<file path="src/rtl/framedWordAlignerPkg.sv">
package framedWordAlignerPkg;
  // Strobes issued by the control to the datapath
  typedef struct packed {
    logic clearAll;  // synchronous clear (power-down)
    logic slip;      // hold the bit counter one cycle: try next phase
    logic loadWord;  // capture the data field into the word register
  } ctrlStrobe_t;
endpackage

</file>
<file path="src/rtl/framedWordPath.sv">
module framedWordPath
  import framedWordAlignerPkg::*;
#(
  parameter int DATA_W = 10
) (
  input  logic              clk,
  input  logic              rstN,
  input  logic              serialIn,
  input  ctrlStrobe_t       strobe,
  output logic              boundary,
  output logic              frameOk,
  output logic              phaseHigh,
  output logic [DATA_W-1:0] wordReg
);
  localparam int SYM_W  = DATA_W + 2;
  localparam int HALF_W = SYM_W / 2;
  localparam int CNT_W  = $clog2(SYM_W);

  logic [SYM_W-1:0] shiftReg;
  logic [CNT_W-1:0] bitCnt;

  // newest bit enters at the top; bit 0 is the oldest (start position)
  always_ff @(posedge clk or negedge rstN) begin
    if (!rstN)                shiftReg <= '0;
    else if (strobe.clearAll) shiftReg <= '0;
    else                      shiftReg <= {serialIn, shiftReg[SYM_W-1:1]};
  end

  always_ff @(posedge clk or negedge rstN) begin
    if (!rstN)                               bitCnt <= '0;
    else if (strobe.clearAll)                bitCnt <= '0;
    else if (strobe.slip)                    bitCnt <= bitCnt;
    else if (bitCnt == CNT_W'(SYM_W - 1))    bitCnt <= '0;
    else                                     bitCnt <= bitCnt + 1'b1;
  end

  always_ff @(posedge clk or negedge rstN) begin
    if (!rstN)                wordReg <= '0;
    else if (strobe.clearAll) wordReg <= '0;
    else if (strobe.loadWord) wordReg <= shiftReg[SYM_W-2:1];
  end

  assign boundary  = (bitCnt == CNT_W'(SYM_W - 1));
  assign frameOk   = shiftReg[0] & ~shiftReg[SYM_W-1];
  assign phaseHigh = (bitCnt >= CNT_W'(HALF_W));

  // phase counter never leaves its 12-state range
  assert_phase_range_R7: assert property (@(posedge clk) disable iff (!rstN)
    bitCnt < CNT_W'(SYM_W));

  // words are only captured on a symbol boundary
  assert_load_on_boundary_R1: assert property (@(posedge clk) disable iff (!rstN)
    strobe.loadWord |-> boundary);
endmodule

</file>
<file path="src/rtl/framedWordCtrl.sv">
module framedWordCtrl
  import framedWordAlignerPkg::*;
#(
  parameter int DATA_W       = 10,
  parameter int SETTLE_WORDS = 2048,
  parameter int LOCK_RUN     = 8,
  parameter int LOSS_RUN     = 4
) (
  input  logic        clk,
  input  logic        rstN,
  input  logic        powerDown,
  input  logic        boundary,
  input  logic        frameOk,
  output ctrlStrobe_t strobe,
  output logic        locked,
  output logic        released
);
  localparam int SYM_W      = DATA_W + 2;
  localparam int SETTLE_CYC = SETTLE_WORDS * SYM_W;
  localparam int SET_W      = $clog2(SETTLE_CYC + 1);
  localparam int GOOD_W     = $clog2(LOCK_RUN + 1);
  localparam int BAD_W      = $clog2(LOSS_RUN + 1);

  logic [SET_W-1:0]  settleCnt;
  logic              settled;
  logic [GOOD_W-1:0] goodCnt;
  logic [BAD_W-1:0]  badCnt;
  logic              check;

  assign check           = boundary && settled;
  assign strobe.clearAll = powerDown;
  assign strobe.slip     = check && !locked && !frameOk;
  assign strobe.loadWord = boundary && locked;

  // settling interval after reset or power-down release
  always_ff @(posedge clk or negedge rstN) begin
    if (!rstN) begin
      settleCnt <= '0;
      settled   <= 1'b0;
    end else if (powerDown) begin
      settleCnt <= '0;
      settled   <= 1'b0;
    end else if (!settled) begin
      if (settleCnt == SET_W'(SETTLE_CYC - 1)) settled <= 1'b1;
      settleCnt <= settleCnt + 1'b1;
    end
  end

  // framing search, lock and loss tracking
  always_ff @(posedge clk or negedge rstN) begin
    if (!rstN) begin
      locked   <= 1'b0;
      released <= 1'b0;
      goodCnt  <= '0;
      badCnt   <= '0;
    end else if (powerDown) begin
      locked   <= 1'b0;
      released <= 1'b0;
      goodCnt  <= '0;
      badCnt   <= '0;
    end else if (check) begin
      if (!locked) begin
        if (!frameOk) begin
          goodCnt <= '0;
        end else if (goodCnt == GOOD_W'(LOCK_RUN - 1)) begin
          locked  <= 1'b1;
          goodCnt <= '0;
        end else begin
          goodCnt <= goodCnt + 1'b1;
        end
      end else begin
        if (frameOk) begin
          badCnt   <= '0;
          released <= 1'b1;
        end else if (badCnt == BAD_W'(LOSS_RUN - 1)) begin
          locked   <= 1'b0;
          released <= 1'b0;
          badCnt   <= '0;
        end else begin
          badCnt   <= badCnt + 1'b1;
          released <= 1'b1;
        end
      end
    end
  end

  // lock can only appear right after a correctly framed boundary
  assert_lock_on_good_R2: assert property (@(posedge clk) disable iff (!rstN)
    $rose(locked) |-> $past(boundary && frameOk));

  // lock falls only on a framing error or on power-down
  assert_loss_cause_R3: assert property (@(posedge clk) disable iff (!rstN)
    $fell(locked) |-> ($past(powerDown) || $past(boundary && !frameOk)));

  // no lock during the settling interval
  assert_settle_first_R4: assert property (@(posedge clk) disable iff (!rstN)
    !settled |-> !locked);
endmodule

</file>
<file path="src/rtl/framedWordAligner.sv">
module framedWordAligner
  import framedWordAlignerPkg::*;
#(
  parameter int DATA_W       = 10,
  parameter int SETTLE_WORDS = 2048,
  parameter int LOCK_RUN     = 8,
  parameter int LOSS_RUN     = 4
) (
  input  logic              bitClk,
  input  logic              rstN,
  input  logic              serialIn,
  input  logic              powerDown,
  input  logic              outEnable,
  input  logic              strobeRise,
  output logic [DATA_W-1:0] wordData,
  output logic              wordClk,
  output logic              lockN,
  output logic              dataValid,
  output logic              outDrive,
  output logic              lockDrive
);
  ctrlStrobe_t       strobe;
  logic              boundary;
  logic              frameOk;
  logic              phaseHigh;
  logic              locked;
  logic              released;
  logic [DATA_W-1:0] wordReg;

  framedWordPath #(.DATA_W(DATA_W)) uPath (
    .clk       (bitClk),
    .rstN      (rstN),
    .serialIn  (serialIn),
    .strobe    (strobe),
    .boundary  (boundary),
    .frameOk   (frameOk),
    .phaseHigh (phaseHigh),
    .wordReg   (wordReg)
  );

  framedWordCtrl #(
    .DATA_W       (DATA_W),
    .SETTLE_WORDS (SETTLE_WORDS),
    .LOCK_RUN     (LOCK_RUN),
    .LOSS_RUN     (LOSS_RUN)
  ) uCtrl (
    .clk       (bitClk),
    .rstN      (rstN),
    .powerDown (powerDown),
    .boundary  (boundary),
    .frameOk   (frameOk),
    .strobe    (strobe),
    .locked    (locked),
    .released  (released)
  );

  // output gating stands in for pad tri-state
  assign outDrive  = !powerDown && outEnable;
  assign lockDrive = !powerDown;
  assign dataValid = outDrive && released;
  assign wordData  = dataValid ? wordReg : '0;
  assign wordClk   = outDrive && (phaseHigh == strobeRise);
  assign lockN     = !(lockDrive && locked);

  // released data always implies an asserted lock indicator
  assert_valid_needs_lock_R6: assert property (@(posedge bitClk) disable iff (!rstN)
    dataValid |-> !lockN);

  // data is never released in the cycle the lock indicator falls
  assert_staged_release_R6: assert property (@(posedge bitClk) disable iff (!rstN)
    $fell(lockN) |-> !dataValid);
endmodule

</file>
<file path="config.mk">
export PLATFORM = sky130hd
export DESIGN_NAME = framedWordAligner
export DESIGN_NICKNAME = d
export VERILOG_FILES = /design/src/rtl/framedWordAlignerPkg.sv /design/src/rtl/framedWordPath.sv /design/src/rtl/framedWordCtrl.sv /design/src/rtl/framedWordAligner.sv
export SDC_FILE = /design/constraint.sdc
export NUM_CORES = 1
export LEC_CHECK = 0
export BUFFER_PORTS_ARGS = -buffer_cell sky130_fd_sc_hd__buf_2
export CAP_MARGIN = 20
export CELL_PAD_IN_SITES_DETAIL_PLACEMENT = 1
export CELL_PAD_IN_SITES_GLOBAL_PLACEMENT = 1
export CORE_MARGIN = 5
export CORE_UTILIZATION = 35
export DETAILED_ROUTE_END_ITERATION = 10
export PLACE_DENSITY = 0.58
export SYNTH_ARGS = -nofsm -noshare
export SYNTH_HDL_FRONTEND = slang
export SYNTH_SLANG_ARGS = --single-unit
export TNS_END_PERCENT = 30
</file>
<file path="constraint.sdc">
create_clock -name bitClk -period 1.9 [get_ports bitClk]
set_input_delay 0 -clock bitClk [delete_from_list [all_inputs] [get_ports bitClk]]
set_output_delay 0 -clock bitClk [all_outputs]
set_load 0.03 [all_outputs]
</file>
Yosys cells after proc, flatten, opt, wreduce, memory -nomap -nowiden:

Index checks and enable logic that the tools add are counted.

* output and inout port bits: 15
* register bits after elaboration: 51
* input bits: 6
* word-level logic and storage cells: 73

* reduce and logical (&&, ||, !) cells: 17
* add/subtract/negate cells: 4
* muxes and demuxes: 32
* bitwise gates (word level): 2
* equal/unequal tests: 8
* order comparisons: 1

Operators by type and width (number)
* $mux 4: 8
* $mux 10: 3
* $mux 15: 2
* $add 15x1->15 const B: 1
* $eq 15x15->1 const B: 1
* $mux 3: 5
* $mux 1: 13
* $mux 12: 1
* $add 4x1->4 const B: 2
* $logic_and 1x1->1: 8
* $ne 2x2->1 const B: 3
* $reduce_bool 2->1: 3
* $eq 4x3->1 const B: 1
* $eq 4x4->1 const B: 1
* $ge 4x3->1 const B: 1
* $logic_not 1->1: 4
* $reduce_and 2->1: 2
* $add 3x1->3 const B: 1
* $eq 3x2->1 const B: 1
* $and 1x1->1: 1
* $eq 1x1->1: 1
* $not 1->1: 1

Longest topological paths before layout:

Gate-level depths: netlist of run 1.

* depth after elaboration: 6
* mapped depth: 6
* gate-level depth less buffers: 6

Cells and area by module:

From an unflattened synthesis of run 1, not the netlist that was laid out.

* cells, all modules: 240
* area total of the unflattened synthesis: 2507.4 um2

Modules (own cells, without submodules)
* framedWordCtrl: seq. area each 625.6 um2, instances 1, cells an instance 138, area each 1357.6 um2
* framedWordPath: seq. area each 650.6 um2, instances 1, cells an instance 84, area each 1023.5 um2
* framedWordAligner: seq. area each 0.0 um2, instances 1, cells an instance 18, area each 126.4 um2

Least setup slack after synthesis of run 1:

OpenSTA, ideal clock, no wires.

* path kind: register to register
* start: register uCtrl.goodCnt[0]
* end: register uCtrl.goodCnt[3]
* data required time: 1.831 ns
* data arrival time: 1.652 ns
* path slack: 0.180 ns
* period minus slack after synthesis: 1.720 ns
* cell stages (with the launch flop): 6
* buffers on the path: 0
* library setup time: 0.069 ns
* cell sequence: dfrtp_1 -> ha_1 -> and3b_2 -> or3_1 -> or4_1 -> nand3_1

* word-level cells in the longest chain between the ends: 6
* elaborated cells on any way between the ends: 7
* those cells by class: add/sub (1); eq/ne (1); mux (5)

Ends and longest elaborated chain
* start, declared: RTL line framedWordCtrl.sv:26 `logic [GOOD_W-1:0] goodCnt;`
* start signal, assigned: RTL line framedWordCtrl.sv:69 `goodCnt <= goodCnt + 1'b1;`
* $add 4x1->4 / $eq 4x3->1 (equally long branches): RTL line framedWordCtrl.sv:69, framedWordCtrl.sv:65
* $mux 4 *: RTL line framedWordCtrl.sv:65 `end else if (goodCnt == GOOD_W'(LOCK_RUN - 1)) begin`
* $mux 4 *: RTL line framedWordCtrl.sv:63 `if (!frameOk) begin`
* $mux 4 *: RTL line framedWordCtrl.sv:62 `if (!locked) begin`
* $mux 4 *: RTL line framedWordCtrl.sv:61 `end else if (check) begin`
* $mux 4 *: RTL line framedWordCtrl.sv:56 `end else if (powerDown) begin`

Every way passes the cells marked *; elsewhere a longest branch is shown, timed or not. The select of a mux whose other input is x is not followed.
A chain may end at the register's enable or synchronous reset.

Final worst setup path of run 1:

Ends and elaborated chain as after synthesis.

==> impl_metrics.tcl, run 1 <==
set metrics [dict create \
    result_of_the_run "finished, final reports clean" \
    cts-htree-levels 2 \
    nFillCells 776 \
    drv.max_cap_violation_count 0 \
    dieArea_um2 8689 \
    max_slew.worst_pin.slew_ns 0.5916 \
    critical_path_arrival_ns 2.06 \
    yosys_register_bits 51 \
    layout.cells.most_common "sky130_fd_sc_hd__dfrtp_1" \
    critPathCaptureType "flip-flop" \
    all_layer_global_routing_usage_pct 12.11 \
    num_io_pins 21 \
    setup-tns-final_ns 0 \
    floorplan.die.width_um 93.22 \
    total_leakage_power_nw 1.328 \
    grt_first_pass_wirelength_um 8459 \
    postLayoutCellArea_um2 2780 \
    fin_worst_skew_ns 0.004423 \
    effective_utilization_at_floorplan_pct 35.87 \
    power_per_cell_area_nw_per_um2 690.3 \
    drt-initial-drc-count 33 \
    preCtsSetupSlack_ns 0.1097 \
    drt-total-wl_um 4861 \
    reg2regPathDepth 5 \
    power.total_mw 1.919 \
    syn_avg_cell_area_um2 10.77 \
    grt_max_degree 52 \
    rows 30 \
    family_of_cells_with_the_greatest_summed_delay_on_the_critical_path "simple AND/OR/NAND/NOR gates" \
    r2r_setup_slack_ns 0.09 \
    drt_pass1_iterations 4 \
    worst-path-buf-inv 0 \
    postRouteAntennaNets 0 \
    async_flop_share_pct 100.0 \
    area_delta_synth_final_pct 14.71 \
    vias_per_cell 4.997 \
    tritoncts "done" \
    wire_per_inst_um 14.55 \
    clk-insertion-delay-late_ns 0.31 \
    mappedNetlistNets 236 \
    cp_cell_sequence "ha_1, and3b_2, or3_1, or4_1, nand3_1" \
    timing.hold.ws_ns 0.06730 \
    worst_slack_ns 0.09164 \
    synth_edf_count 0 \
    required_ns 2.15 \
    clock_tree.root_cell "sky130_fd_sc_hd__clkbuf_8" \
    initial_antenna_violation_count 0 \
    ir_worst_vdd_mv 0.2676 \
    via_count_of_the_first_global_routing_pass 1674 \
    count_of_endpoints_failing_setup_in_the_final_report 0 \
    maxSlewViolCount 0 \
    period_needed_ns 1.808 \
    cts_buffer_depth 2 \
    timing.critical_path.slowest_cell_delay_ns 0.48 \
    final_cells 334 \
    crit_fanout 4 \
    criticalPathCategory "flip-flop to flip-flop" \
    layout.nets 264 \
    io_buffers 20 \
    regArea_um2 1276 \
    drc 0 \
    achievable-frequency_mhz 553.0 \
    multi_input_gate_area_in_the_final_layout_um2 1055 \
    standard_cell_core_area_um2 6756 \
    synthFlopType "sky130_fd_sc_hd__dfrtp_1" \
    layout_common_cells "sky130_fd_sc_hd__dfrtp_1 (51), sky130_fd_sc_hd__nor2_1 (24), sky130_fd_sc_hd__buf_2 (19)" \
    max-slew-margin-rel_pct 60.48 \
    postSynthCellCount 225 \
    finalHoldViolCount 0 \
    holdPathStages 2 \
    floorplan.die.height_um 93.22 \
    timing.final.crit_share_pct 95.18 \
    netlist-cell-type-count 46 \
    hpwl_um 3311 \
    rsz0062_at_grt "false" \
    numCtsBuffers 5 \
    yosys_warnings 0 \
    cp_num_cells 5 \
    holdCritPathClass "primary input to flip-flop" \
    critical_path.slowest_cell "sky130_fd_sc_hd__or4_1" \
    grt-ovfl-total 0 \
    dpl.cell_count 324 \
    clkSinkCount 51 \
    final_core_utilization_pct 41.15 \
    synthesis.area_um2 2424 \
    clk_pin_slew_worst_paths_ns 0.10 \
    post_route_cells_drive_above_1_share_pct 22.83 \
    gp_congestion 0.7283 \
    num_vias 1669 \
    antenna-diode-count 0 \
    yosysSeqAreaShare_pct 52.66 \
    critical_path.startpoint_type "flip-flop" \
    post_dp_cell_area_um2 2659 \
]
==> cell type report <==
class	count	area share, %
Clock buffer	6	2.970
Clock inverter	2	0.5851
Inverter	6	0.8101
Multi-Input combinational cell	158	37.94
Sequential cell	51	45.90
Tap cell	80	3.600
Timing Repair Buffer	31	8.191
==> cell usage after synthesis, types with 2 or more instances <==
cell type                  count  area [um^2]
sky130_fd_sc_hd__nor4_1        3        18.77
sky130_fd_sc_hd__dfrtp_1      51         1276
sky130_fd_sc_hd__o21ai_0       3        15.01
sky130_fd_sc_hd__nand4_1       3        18.77
sky130_fd_sc_hd__buf_2         3        15.01
sky130_fd_sc_hd__nand4b_1      2        17.52
sky130_fd_sc_hd__nor4b_1       2        17.52
sky130_fd_sc_hd__a21oi_2       2        17.52
sky130_fd_sc_hd__ha_1          5        62.56
sky130_fd_sc_hd__xnor2_1      10        87.58
sky130_fd_sc_hd__buf_6         2        22.52
sky130_fd_sc_hd__and3_1       11        68.82
sky130_fd_sc_hd__nor2_1       24        90.09
sky130_fd_sc_hd__nand2b_1      4        25.02
sky130_fd_sc_hd__clkbuf_1      2        7.510
sky130_fd_sc_hd__nor2b_1      18        112.6
sky130_fd_sc_hd__inv_1         6        22.52
sky130_fd_sc_hd__and2_1        2        12.51
sky130_fd_sc_hd__or3_1         2        12.51
sky130_fd_sc_hd__nor3_1        6        30.03
sky130_fd_sc_hd__a21oi_1       8        40.04
sky130_fd_sc_hd__nand3_1       9        45.04
sky130_fd_sc_hd__mux2_2       11        123.9
sky130_fd_sc_hd__xor2_1        3        26.28
sky130_fd_sc_hd__nand2_1      12        45.04
==> layer usage <==
metal	track usage [%]	wire length, um	vias to the layer above
met2	18.18	2096	25
met3	2.896	174	4
met1	17.40	2539	814
met5	0	0	-
li1	-	-	826
met4	3.297	50	0
==> registers in the layout, indices dropped and copies added, names as in the netlist <==
name,flops
uPath.bitCnt,4
uPath.wordReg,10
uCtrl.released,1
uCtrl.settleCnt,15
uCtrl.settled,1
uPath.shiftReg,12
uCtrl.badCnt,3
uCtrl.goodCnt,4
uCtrl.locked,1
==> report_power, final <==
part           internal [mW]  total (mW)  leakage (nW)  switching [mW]
Sequential              1.10        1.11         0.705          0.0120
Clock                  0.298       0.679        0.0474           0.381
Combinational         0.0507       0.128         0.575          0.0773
==> worst reg2reg max path, stage by stage, from the launching register on <==
cell and delay (ns):
sky130_fd_sc_hd__dfrtp_1 0.42, sky130_fd_sc_hd__ha_1 0.23, sky130_fd_sc_hd__and3b_2 0.22, sky130_fd_sc_hd__or3_1 0.32, sky130_fd_sc_hd__or4_1 0.48, sky130_fd_sc_hd__nand3_1 0.09
==> final timing paths <==
path | end | start
setup / recovery | uCtrl.goodCnt[3]$_DFFE_PN0P_ | uCtrl.goodCnt[0]$_DFFE_PN0P_
hold / removal | uCtrl.badCnt[0]$_DFFE_PN0P_ | powerDown
setup reg to reg | uCtrl.goodCnt[3]$_DFFE_PN0P_ | uCtrl.goodCnt[0]$_DFFE_PN0P_
hold reg to reg | uPath.wordReg[4]$_DFFE_PN0P_ | uPath.wordReg[4]$_DFFE_PN0P_
min in group asynchronous | uPath.shiftReg[2]$_DFF_PN0_ | rstN
max in group asynchronous | uCtrl.settleCnt[1]$_DFFE_PN0P_ | rstN
==> cell families after synthesis <==
kind of cell             after synthesis  share of synthesized area [%]
AO/OA/AOI/OAI                         21                          5.886
XOR/XNOR                              13                          4.698
adder cells (fa/ha/maj)                5                          2.581
buffers and inverters                 16                          3.820
AND/OR/NAND/NOR                      107                          24.83
multiplexers                          12                          5.524
flip-flops                            51                          52.66
==> what timing repair did <==
| action | 4_1_cts | 5_1_grt |
|---|---|---|
| resized for setup | 0 | 2 |
| hold buffers | 2 | 0 |
| endpoints found under the hold margin | 52 | 0 |
| setup endpoints to repair | 0 | 1 |
| setup buffers | 0 | 0 |
No activity file was read; power rests on OpenSTA's default activity.
==> inputs of run 2 (changes only) <==
--- a/config.mk
+++ b/config.mk
@@ -12,6 +12,7 @@
 export CORE_MARGIN = 5
 export CORE_UTILIZATION = 35
 export DETAILED_ROUTE_END_ITERATION = 10
+export MAX_ROUTING_LAYER = met4
 export PLACE_DENSITY = 0.58
 export SYNTH_ARGS = -nofsm -noshare
 export SYNTH_HDL_FRONTEND = slang
==> run 2 against run 1 <==
Effect of this change:
- non-clock buffer count unchanged
- routed wire length down 0.12%
- sequential power about the same
- sequential share of layout area unchanged
- clock skew about the same
- core utilization unchanged
- via count up 0.30%
- die area unchanged
- worst setup slack unchanged
- largest cell class unchanged
- largest power group unchanged
==> impl_metrics.tcl, run 2 (synthesis results as in run 1) <==
set metrics [dict create \
    result_of_the_run "finished, final reports clean" \
    total_leakage_power_nw 1.328 \
    cts.repair_timing.setup_buffer_count 0 \
    worst_slack_ns 0.09164 \
    postRouteAntennaNets 0 \
    hpwl_um 3311 \
    preCtsSetupSlack_ns 0.1097 \
    clk_pin_slew_worst_paths_ns 0.10 \
    setup-tns-final_ns 0 \
    grt_max_degree 52 \
    drc 0 \
    postLayoutCellArea_um2 2780 \
    cts_buffer_depth 2 \
    rows 30 \
    max-slew-margin-rel_pct 60.48 \
    tritoncts "done" \
    finalHoldViolCount 0 \
    clock_tree.root_cell "sky130_fd_sc_hd__clkbuf_8" \
    fin_worst_skew_ns 0.004143 \
    clk-insertion-delay-late_ns 0.31 \
    vias_per_cell 5.012 \
    drt-initial-drc-count 28 \
    route.met2.wl_um 2103 \
    via_count_of_the_first_global_routing_pass 1678 \
    drt-met1-wl_um 2536 \
    critical_path_arrival_ns 2.06 \
    layout.cells.most_common "sky130_fd_sc_hd__dfrtp_1" \
    standard_cell_core_area_um2 6756 \
    final_cells 334 \
    max_slew.worst_pin.slew_ns 0.5916 \
    timing.critical_path.slowest_cell_delay_ns 0.48 \
    grt_first_pass_wirelength_um 8438 \
    period_needed_ns 1.808 \
    initial_antenna_violation_count 0 \
    layout.nets 264 \
    family_of_cells_with_the_greatest_summed_delay_on_the_critical_path "simple AND/OR/NAND/NOR gates" \
    biggest_registers_after_layout "uCtrl.settleCnt x15, uPath.shiftReg x12, uPath.wordReg x10" \
    ir_worst_vdd_mv 0.2671 \
    met3WireLength_um 171 \
    largest_register_ffs 15 \
    timing.final.crit_share_pct 95.18 \
    count_of_endpoints_failing_setup_in_the_final_report 0 \
    floorplan.die.height_um 93.22 \
    timing.hold.ws_ns 0.06719 \
    cp_cell_sequence "ha_1, and3b_2, or3_1, or4_1, nand3_1" \
    wire_per_inst_um 14.54 \
    drv.max_cap_violation_count 0 \
    dpl.cell_count 324 \
    effective_utilization_at_floorplan_pct 35.87 \
    antenna-diode-count 0 \
    grt-ovfl-total 0 \
    crit_fanout 4 \
    achievable-frequency_mhz 553.0 \
    area_delta_synth_final_pct 14.71 \
    registers.top_by_ff_count "uCtrl.settleCnt" \
    drt-total-wl_um 4855 \
    drt_pass1_iterations 4 \
    required_ns 2.15 \
    critPathCaptureType "flip-flop" \
    worst-path-buf-inv 0 \
    all_layer_global_routing_usage_pct 12.42 \
    maxUsedRoutingLayer "met4" \
    num_vias 1674 \
    power_per_cell_area_nw_per_um2 690.1 \
    critical_path.slowest_cell "sky130_fd_sc_hd__or4_1" \
    gp_congestion 0.7370 \
    numCtsBuffers 5 \
    holdCritPathClass "primary input to flip-flop" \
    floorplan.die.width_um 93.22 \
    num_io_pins 21 \
    maxSlewViolCount 0 \
    critical_path.startpoint_type "flip-flop" \
    post_route_cells_drive_above_1_share_pct 22.83 \
    final_core_utilization_pct 41.15 \
    dieArea_um2 8689 \
    clkSinkCount 51 \
    io_buffers 20 \
    rsz0062_at_grt "false" \
    post_dp_cell_area_um2 2659 \
    layout_common_cells "sky130_fd_sc_hd__dfrtp_1 (51), sky130_fd_sc_hd__nor2_1 (24), sky130_fd_sc_hd__buf_2 (19)" \
    criticalPathCategory "flip-flop to flip-flop" \
    cts-htree-levels 2 \
    power.total_mw 1.919 \
]
[run 2: routing by layer]
layer / GRT usage, % / up-vias
met1: 17.30 / 819
met2: 18.24 / 25
met4: 3.297 / 0
met5: - / -
met3: 2.896 / 4
li1: - / 826
[run 2: area by class of cell]
class	instances	area, um^2
multi-input combinational	158	1055
clock inverter	2	16.27
timing repair buffer	31	227.7
fill	776	3976
sequential	51	1276
inverter	6	22.52
clock buffer	6	82.58
tap	80	100.1
[run 2: report_power, final]
part / internal, mW / leakage, nW / total [mW] / switching [mW]
sequential: 1.10 / 0.705 / 1.11 / 0.0120
clock: 0.298 / 0.0474 / 0.679 / 0.380
combinational: 0.0507 / 0.575 / 0.128 / 0.0772
[run 2: worst paths after layout]
| path | startpoint | cells after the start | to | slack [ns] |
|---|---|---|---|---|
| max | uCtrl.goodCnt[0]$_DFFE_PN0P_ | 5 | uCtrl.goodCnt[3]$_DFFE_PN0P_ | 0.09 |
| min | powerDown | 2 | uCtrl.badCnt[0]$_DFFE_PN0P_ | 0.07 |
| max reg2reg | uCtrl.goodCnt[0]$_DFFE_PN0P_ | 5 | uCtrl.goodCnt[3]$_DFFE_PN0P_ | 0.09 |
| min reg2reg | uPath.wordReg[4]$_DFFE_PN0P_ | 1 | uPath.wordReg[4]$_DFFE_PN0P_ | 0.51 |
| max in group asynchronous | rstN | 3 | uCtrl.settleCnt[1]$_DFFE_PN0P_ | 1.45 |
| min in group asynchronous | rstN | 3 | uPath.shiftReg[2]$_DFF_PN0_ | 0.21 |
[run 2: what timing repair did]
action,CTS,global route
endpoints found under the hold margin,52,0
hold buffers,2,0
gates resized for setup,0,2
endpoints found under the setup margin,0,1
==> inputs of run 3 (changes only) <==
--- a/config.mk
+++ b/config.mk
@@ -13,7 +13,8 @@
 export CORE_UTILIZATION = 35
 export DETAILED_ROUTE_END_ITERATION = 10
 export MAX_ROUTING_LAYER = met4
-export PLACE_DENSITY = 0.58
+export PLACE_DENSITY_LB_ADDON = 0.1
+export RECOVER_POWER = 25
 export SYNTH_ARGS = -nofsm -noshare
 export SYNTH_HDL_FRONTEND = slang
 export SYNTH_SLANG_ARGS = --single-unit
==> run 3 against run 2 <==
Effect of this change:
- register-to-register slack hardly changed
- global-route usage increased by 0.38 points
- flip-flop and latch count is the same
- die area unchanged
- hold slack worse by 0.019 ns
- worst setup slack improved by 0.0029 ns
- power grew 5.0%
- sequential share of layout area is 0.33 points higher
- combinational power decreased by 6%
- critical path type unchanged
==> impl_metrics.tcl, run 3 (synthesis results as in run 1) <==
set metrics [dict create \
    clock_power_share_pct 38.8 \
    io_buffers 20 \
    timing.final.crit_share_pct 95.02 \
    holdPathStages 2 \
    initial_antenna_violation_count 0 \
    maxSlewViolCount 0 \
    total_leakage_power_nw 1.322 \
    drt_pass1_iterations 4 \
    achievable-frequency_mhz 553.9 \
    critical_path.startpoint_type "flip-flop" \
    cts-htree-levels 2 \
    crit_fanout 4 \
    grt_max_degree 52 \
    fin_worst_skew_ns 0.009938 \
    post_route_cells_drive_above_1_share_pct 22.53 \
    hpwl_um 3367 \
    preCtsSetupSlack_ns 0.1125 \
    count_of_endpoints_failing_setup_in_the_final_report 0 \
    biggest_registers_after_layout "uCtrl.settleCnt x15, uPath.shiftReg x12, uPath.wordReg x10" \
    clk_pin_slew_worst_paths_ns 0.09 \
    holdCritPathClass "primary input to flip-flop" \
    final_cells 333 \
    finalHoldViolCount 0 \
    reg2regPathDepth 5 \
    worst_slack_ns 0.09456 \
    netSwitchingFraction_pct 23.38 \
    period_needed_ns 1.805 \
    area_delta_synth_final_pct 13.89 \
    rows 30 \
    power_frac_comb_pct 5.9 \
    timing.rr.end "uCtrl.goodCnt[3]$_DFFE_PN0P_" \
    effective_utilization_at_floorplan_pct 35.87 \
    drc 0 \
    floorplan.die.height_um 93.22 \
    wire_per_inst_um 14.60 \
    cts_buffer_depth 2 \
    via_count_of_the_first_global_routing_pass 1722 \
    power_per_cell_area_nw_per_um2 730.0 \
    layout.nets 263 \
    grt_first_pass_wirelength_um 8535 \
    critPathCaptureType "flip-flop" \
    max_slew.worst_pin.slew_ns 1.248 \
    critical_path.reg2reg.startpoint "uCtrl.goodCnt[0]$_DFFE_PN0P_" \
    grt-ovfl-total 0 \
    antenna-diode-count 0 \
    max-slew-margin-rel_pct 16.78 \
    drt-total-wl_um 4862 \
    ir_worst_vdd_mv 0.2583 \
    setup.worst_path.start "uCtrl.goodCnt[0]$_DFFE_PN0P_" \
    rsz0062_at_grt "false" \
    critical_path.endpoint "uCtrl.goodCnt[3]$_DFFE_PN0P_" \
    postRouteAntennaNets 0 \
    critical_path_arrival_ns 2.05 \
    numCtsBuffers 5 \
    gp_congestion 0.7471 \
    largest_register_ffs 15 \
    r2r_setup_slack_ns 0.09 \
    tritoncts "done" \
    required_ns 2.15 \
    layout_common_cells "sky130_fd_sc_hd__dfrtp_1 (51), sky130_fd_sc_hd__nor2_1 (24), sky130_fd_sc_hd__buf_2 (20)" \
    power.sequential.fraction_pct 55.3 \
    clock_tree.root_cell "sky130_fd_sc_hd__clkbuf_8" \
    registers.top_by_ff_count "uCtrl.settleCnt" \
    floorplan.die.width_um 93.22 \
    layout.cells.most_common "sky130_fd_sc_hd__dfrtp_1" \
    criticalPathCategory "flip-flop to flip-flop" \
    net-switching-power_mw 0.4711 \
    num_io_pins 21 \
    clk-insertion-delay-late_ns 0.31 \
    standard_cell_core_area_um2 6756 \
    drt-initial-drc-count 71 \
    result_of_the_run "finished, final reports clean" \
    all_layer_global_routing_usage_pct 12.80 \
    dieArea_um2 8689 \
    num_vias 1689 \
    cellInternalPower_mw 1.544 \
    clkSinkCount 51 \
    dpl.cell_count 323 \
    drv.max_cap_violation_count 0 \
    setup-tns-final_ns 0 \
    vias_per_cell 5.072 \
]
## run 3: changes by cell type in the layout (fill, tap and decap cells not counted)
cell and change:
sky130_fd_sc_hd__buf_12 -2, sky130_fd_sc_hd__buf_2 +1, sky130_fd_sc_hd__bufinv_16 +1, sky130_fd_sc_hd__clkbuf_2 +1
sky130_fd_sc_hd__clkbuf_4 -1, sky130_fd_sc_hd__clkbuf_8 -1, sky130_fd_sc_hd__clkinvlp_4 -1, sky130_fd_sc_hd__inv_6 +1
## run 3: worst max-delay path, stage by stage (launching register included)
cell	delay [ns]
sky130_fd_sc_hd__dfrtp_1	0.42
sky130_fd_sc_hd__ha_1	0.23
sky130_fd_sc_hd__and3b_2	0.22
sky130_fd_sc_hd__or3_1	0.32
sky130_fd_sc_hd__or4_1	0.47
sky130_fd_sc_hd__nand3_1	0.09
## run 3: final cells by class
type | count | area (um^2)
Clock buffer | 5 | 68.82
Sequential cell | 51 | 1276
Multi-Input combinational cell | 158 | 1055
Inverter | 6 | 22.52
Fill cell | 767 | 3996
Timing Repair Buffer | 30 | 190.2
Clock inverter | 3 | 47.55
Tap cell | 80 | 100.1
## run 3: through the flow
stage / hold slack (ns) / total power, mW / utilization (%) / instance area, um^2
floorplan: -0.2956 / 1.194 / - / 2424
global placement: 0.1663 / 1.255 / 38.87 / 2626
detailed placement: 0.1651 / 1.257 / 38.87 / 2626
CTS: 0.04179 / 2.062 / 40.89 / 2763
global route: 0.07135 / 2.113 / 40.85 / 2760
finish: 0.04839 / 2.015 / 40.85 / 2760
## run 3: how the worst min path moves through the flow
stage                                         endpoint       from  slack (ns)
final                      uCtrl.badCnt[1]$_DFFE_PN0P_  powerDown        0.05
after global routing      uCtrl.goodCnt[1]$_DFFE_PN0P_  powerDown        0.07
after CTS                  uCtrl.badCnt[1]$_DFFE_PN0P_  powerDown        0.04
after detailed placement   uPath.shiftReg[1]$_DFF_PN0_       rstN        0.17
after global placement     uPath.shiftReg[1]$_DFF_PN0_       rstN        0.17
after floorplan            uCtrl.badCnt[0]$_DFFE_PN0P_       rstN       -0.30
## run 3: per-layer routing
metal | global-route usage, % | vias up | wire [um] | part of all wire (%)
li1 | - | 827 | - | -
met1 | 16.58 | 831 | 2469 | 51
met2 | 19.74 | 24 | 2168 | 45
met3 | 2.816 | 7 | 155 | 3.2
met4 | 4.762 | 0 | 68 | 1.4
met5 | - | - | 0 | 0
## run 3: power groups by stage
stage	Combinational [mW]	Clock, mW	Sequential (mW)
after floorplan	0.0616	0	1.13
after global placement	0.121	0	1.13
after global routing	0.137	0.860	1.12
after detailed placement	0.122	0	1.13
after CTS	0.126	0.822	1.11
final	0.120	0.781	1.11
## run 3: timing repair
| item | in CTS | in global routing |
|---|---|---|
| setup buffers | 0 | 0 |
| gates resized for setup | 0 | 1 |
| hold buffers | 2 | 0 |
| setup endpoints to repair | 0 | 1 |
| hold endpoints to repair | 52 | 0 |
